## config.mk

```make
export PLATFORM = sky130hd
export DESIGN_NAME = mc_macrocell
export DESIGN_NICKNAME = d
export VERILOG_FILES = /design/src/rtl/mc_pkg.sv /design/src/rtl/mc_pterm.sv /design/src/rtl/mc_fuse_check.sv /design/src/rtl/mc_macrocell.sv
export SDC_FILE = /design/constraint.sdc
export NUM_CORES = 1
export LEC_CHECK = 0
export ABC_AREA = 1
export BUFFER_PORTS_ARGS = -buffer_cell sky130_fd_sc_hd__buf_2
export CORE_UTILIZATION = 32
export DETAILED_ROUTE_END_ITERATION = 10
export PLACE_DENSITY = 0.62
export SYNTH_ARGS = -nofsm -noshare
export SYNTH_HDL_FRONTEND = slang
export SYNTH_SLANG_ARGS = --single-unit
```

## constraint.sdc

```tcl
create_clock -name clk -period 4.9 [get_ports clk]
set_input_delay 0.98 -clock clk [delete_from_list [all_inputs] [get_ports clk]]
set_output_delay 0.98 -clock clk [all_outputs]
set_load 0.005 [all_outputs]
```

## src/rtl/mc_pkg.sv

```systemverilog
package mc_pkg;
    localparam int DEF_N_IN  = 4;
    localparam int DEF_N_EXP = 2;
    localparam int DEF_N_SUM = 3;

    // bit position of a literal inside one row's fuse field
    function automatic int lit_pos(input int src, input bit comp);
        return 2 * src + int'(comp);
    endfunction
endpackage

```

## src/rtl/mc_pterm.sv

```systemverilog
module mc_pterm #(
    parameter int W = 8
) (
    input  logic [W-1:0] lits,
    input  logic [W-1:0] fuse,
    input  logic         en,
    output logic         hit
);
    // an open fuse passes 1; a closed fuse passes its literal
    assign hit = en & (&(~fuse | lits));
endmodule

```

## src/rtl/mc_fuse_check.sv

```systemverilog
module mc_fuse_check #(
    parameter int N_IN  = 4,
    parameter int N_EXP = 2,
    parameter int N_SUM = 3,
    localparam int LW    = 2 * (N_IN + N_EXP),
    localparam int ROWS  = N_SUM + N_EXP,
    localparam int CFG_W = ROWS * LW + ROWS + 2
) (
    input  logic [CFG_W-1:0] word,
    output logic             legal
);
    logic [N_EXP-1:0] bad;

    for (genvar j = 0; j < N_EXP; j++) begin : g_row
        // feedback literals sit above the primary-input literals
        assign bad[j] = |word[(N_SUM + j) * LW + 2 * N_IN +: 2 * N_EXP];
    end

    assign legal = ~|bad;
endmodule

```

## src/rtl/mc_macrocell.sv

```systemverilog
module mc_macrocell
    import mc_pkg::*;
#(
    parameter int N_IN  = DEF_N_IN,
    parameter int N_EXP = DEF_N_EXP,
    parameter int N_SUM = DEF_N_SUM,
    localparam int LW    = 2 * (N_IN + N_EXP),
    localparam int ROWS  = N_SUM + N_EXP,
    localparam int EN_B  = ROWS * LW,
    localparam int POL_B = EN_B + ROWS,
    localparam int REG_B = POL_B + 1,
    localparam int CFG_W = REG_B + 1
) (
    input  logic             clk,
    input  logic             rst,
    input  logic             cfg_load,
    input  logic [CFG_W-1:0] cfg_data,
    input  logic [N_IN-1:0]  pin_in,
    output logic             mc_out
);
    typedef struct packed {
        logic [CFG_W-1:0] cfg;
        logic             held;
    } mc_state_t;

    mc_state_t st_d, st_q;

    logic             cfg_ok;
    logic [LW-1:0]    lits;
    logic [N_EXP-1:0] exp_hit;
    logic [N_SUM-1:0] sum_hit;
    logic             mc_val;

    mc_fuse_check #(.N_IN(N_IN), .N_EXP(N_EXP), .N_SUM(N_SUM)) chk_u (
        .word  (cfg_data),
        .legal (cfg_ok)
    );

    // literal vector: primary inputs, then inverted expander feedback
    for (genvar i = 0; i < N_IN; i++) begin : g_in
        assign lits[lit_pos(i, 1'b0)] = pin_in[i];
        assign lits[lit_pos(i, 1'b1)] = ~pin_in[i];
    end
    for (genvar j = 0; j < N_EXP; j++) begin : g_fb
        assign lits[lit_pos(N_IN + j, 1'b0)] = ~exp_hit[j];
        assign lits[lit_pos(N_IN + j, 1'b1)] = exp_hit[j];
    end

    // expander rows see only primary-input literals: no loop possible
    for (genvar j = 0; j < N_EXP; j++) begin : g_exp
        mc_pterm #(.W(2 * N_IN)) row_u (
            .lits (lits[2 * N_IN - 1:0]),
            .fuse (st_q.cfg[(N_SUM + j) * LW +: 2 * N_IN]),
            .en   (st_q.cfg[EN_B + N_SUM + j]),
            .hit  (exp_hit[j])
        );
    end

    for (genvar k = 0; k < N_SUM; k++) begin : g_sum
        mc_pterm #(.W(LW)) row_u (
            .lits (lits),
            .fuse (st_q.cfg[k * LW +: LW]),
            .en   (st_q.cfg[EN_B + k]),
            .hit  (sum_hit[k])
        );
    end

    assign mc_val = (|sum_hit) ^ st_q.cfg[POL_B];

    always_comb begin
        st_d      = st_q;
        st_d.held = mc_val;
        if (cfg_load && cfg_ok) begin
            st_d.cfg = cfg_data;
        end
        if (rst) begin
            st_d = '0;
        end
    end

    always_ff @(posedge clk) begin
        st_q <= st_d;
    end

    assign mc_out = st_q.cfg[REG_B] ? st_q.held : mc_val;
endmodule

```

==> results.sh <==
export IMPL_netlist_top_cells_count="nand2_1 (169), dfxtp_1 (60), a21oi_1 (53)"
export IMPL_synth_edf_count=0
export IMPL_post_cts_hold_buffer_count=0
export IMPL_timing_rr_start="st_q[37]$_SDFFE_PP0P_"
export IMPL_unique_masters_post_synth=20
export IMPL_fin_worst_skew_ns=0.00312
export IMPL_setup_worst_path_start="pin_in[0]"
export IMPL_avgViaCountPerCell=4.56
export IMPL_critical_path_required_ns=3.92
export IMPL_slew_at_the_pin_closest_to_its_max_slew_limit_ns=0.948
export IMPL_n_antenna_cell=0
export IMPL_postSynthNetCount=450
export IMPL_clock_tree_from_tritoncts="built"
export IMPL_slew_margin_rel=0.367
export IMPL_floorplan_initialDensity=0.334
export IMPL_ctsLongestPathBuffers=2
export IMPL_maxCapViolCount=0
export IMPL_tritoncts_num_sinks=60
export IMPL_ctsRootBufferMaster="clkbuf_8"
export IMPL_r2r_end="st_q[0]$_SDFF_PP0_"
export IMPL_hold_viol_final=0
export IMPL_cellPowerDensity_nw_per_um2=295
export IMPL_ys_warn_count=0
export IMPL_area_delta_synth_final_pct=22.7
export IMPL_final_layout_size_suffix_gt1_frac=0.249
export IMPL_grt_setup_unrepaired="false"
export IMPL_routed_via_count=2512
export IMPL_gp_congestion=0.825
export IMPL_static_leakage_power_nw=1.25
export IMPL_cp_arrival_ns=2.48
export IMPL_async_flop_share=0
export IMPL_synth_top_flop_cell="dfxtp_1"
export IMPL_grt_antenna_before_repair=0
export IMPL_largest_net_degree_at_the_start_of_global_routing=61
export IMPL_outcome="complete, no violations"
export IMPL_worst_skew_pair_late_latency_ns=0.34
export IMPL_postLayoutCellArea_um2=3200
export IMPL_placed_cell_area_um2=3020
export IMPL_place_detailed_hpwl_um=5000
export IMPL_final_max_slew_viol_count=0
export IMPL_std_cell_core_area_um2=7810
export IMPL_total_area_of_multi_input_combinational_cells_um2=1240
export IMPL_cp_end_kind="primary output"
export IMPL_period_share=0.706
export IMPL_synth_area_leader_cell="dfxtp_1"
export IMPL_ff2ff_path_depth=10
export IMPL_mapped_area_um2=2610
export IMPL_worstHoldPathCells=2
export IMPL_cts_buffers_inserted=9
export IMPL_setup_viol=0
export IMPL_clock_fmax_mhz=289
export IMPL_synth_top_area_share=0.461
export IMPL_vdd_ir_drop_worst_uv=166
export IMPL_synth_cells=376
export IMPL_regMostFlops="st_q"
export IMPL_timing_setup_tns_ns=0
export IMPL_detailedPlace_worstSlack_ns=1.43
export IMPL_drt_iter0_drc=119
export IMPL_synth_most_common_cell="nand2_1"
export IMPL_largest_register_ff_count=60
export IMPL_die_width_um=92.3
export IMPL_rrSetupSlack_ns=3.32
export IMPL_top_regs="st_q x60"
export IMPL_pin_count=75
export IMPL_hold_class="reg -> reg"
export IMPL_port_buffer_count=74
export IMPL_yosys_register_bits=60
export IMPL_detailedRoute_firstPassIterationCount=4
export IMPL_row_count=32
export IMPL_post_cts_resize_count=0
export IMPL_min_delay_worst_endpoint="st_q[31]$_SDFFE_PP0P_"
export IMPL_setup_slack_of_the_critical_path_after_layout_ns=1.44
export IMPL_area_sequential_um2=1200
export IMPL_fillers=877
export IMPL_grt_total_usage=0.171
export IMPL_path_class="in -> out"
export IMPL_cts_max_level=3
export IMPL_post_route_drc_count=0
export IMPL_totalPowerFinal_uw=944
export IMPL_worstPathMaxFanout=6
export IMPL_postSynthAreaPerCell_um2=6.93
export IMPL_detail_route_wl_per_cell_um=12.4
export IMPL_cts_setup_buffers=0
export IMPL_final_antenna_net_count=0
export IMPL_nNetsFinal=518
export IMPL_worstSetupStartpointType="primary input"
export IMPL_final_min_clock_period_ns=3.46
export IMPL_die_height_um=92.3
export IMPL_clock_transition_at_the_register_clock_pins_on_the_worst_setup_and_hold_paths_after_cts_ns=0.06
export IMPL_grt_first_pass_wirelength_um=11200
export IMPL_grt_overflow=0
export IMPL_ys_seq_area_frac=0.461
export IMPL_first_global_vias=2331
export IMPL_holdCritStartpoint="st_q[31]$_SDFFE_PP0P_"
export IMPL_route_final_wire_length_um=6830
export IMPL_die_area_um2=8510
export IMPL_synth_top_cells_by_area="dfxtp_1 (46%), nand2_1 (24%), a21oi_1 (10%)"
-- per-layer routing --
layer  global-route usage  up-vias  routed length (um)
met3               0.0556        9                 313
li1                     -     1324                   -
met4               0.0638        0                 115
met2                0.262       53                3000
met1                0.222     1126                3400
met5                    0        -                   0
-- per-stage QoR --
stage | util | hold slack [ns] | cells
final | 0.410 | 0.465 | 551
after floorplan | - | 0.441 | 376
after global routing | 0.410 | 0.482 | 551
after detailed placement | 0.387 | 0.458 | 535
after CTS | 0.410 | 0.468 | 551
after global placement | 0.387 | 0.452 | 535
-- cell type report --
cell class / instances / share of cell area
Multi-Input combinational cell: 279 / 0.386
Sequential cell: 60 / 0.375
Timing Repair Buffer: 76 / 0.120
Clock buffer: 15 / 0.0551
Tap cell: 102 / 0.0399
Inverter: 18 / 0.0211
Clock inverter: 1 / 0.00156
-- placed cells by master, fill, tap and decap left out --
cell and count:
nand4_1 1, inv_1 17, nand2_1 169, a21boi_0 3, clkbuf_1 3, inv_2 1, dfxtp_1 60, clkinv_2 1
o21ai_0 3, nand2_2 11, nor3b_1 1, nand3_1 14, a21oi_2 10, or2_2 1, buf_2 74, nor2_1 12
buf_4 2, or4_1 1, a21oi_1 53, clkbuf_8 12
-- where the power goes --
part	internal [mW]	switching, mW
Combinational	0.0235	0.0249
Clock	0.225	0.182
Sequential	0.488	0.000384
Total	0.737	0.207
-- how the worst max path moves through the flow --
stage	to	slack, ns	cells past startpoint
global placement	mc_out	1.47	13
detailed placement	mc_out	1.43	13
global route	mc_out	1.27	13
finish	mc_out	1.44	13
CTS	mc_out	1.43	13
floorplan	mc_out	2.01	11
-- kinds of logic (layout without fill, tap and decap cells) --
logic type / count (synthesis) / in the layout / synth area share
AOI/OAI and AO/OA: 69 / 69 / 0.150
and+or+nand+nor: 210 / 210 / 0.324
DFF: 60 / 60 / 0.461
buffers and inverters: 37 / 110 / 0.0653
-- worst max-delay path, cell delays in order --
cell	delay, ns
buf_2	0.14
inv_1	0.10
nand2_1	0.07
nand3_1	0.08
nor2_1	0.33
a21boi_0	0.15
nor2_1	0.13
nand2_1	0.08
nand3_1	0.08
nand2_1	0.07
nand3_1	0.08
nand2_1	0.06
buf_2	0.12
No activity file was read; power rests on OpenSTA's default activity.
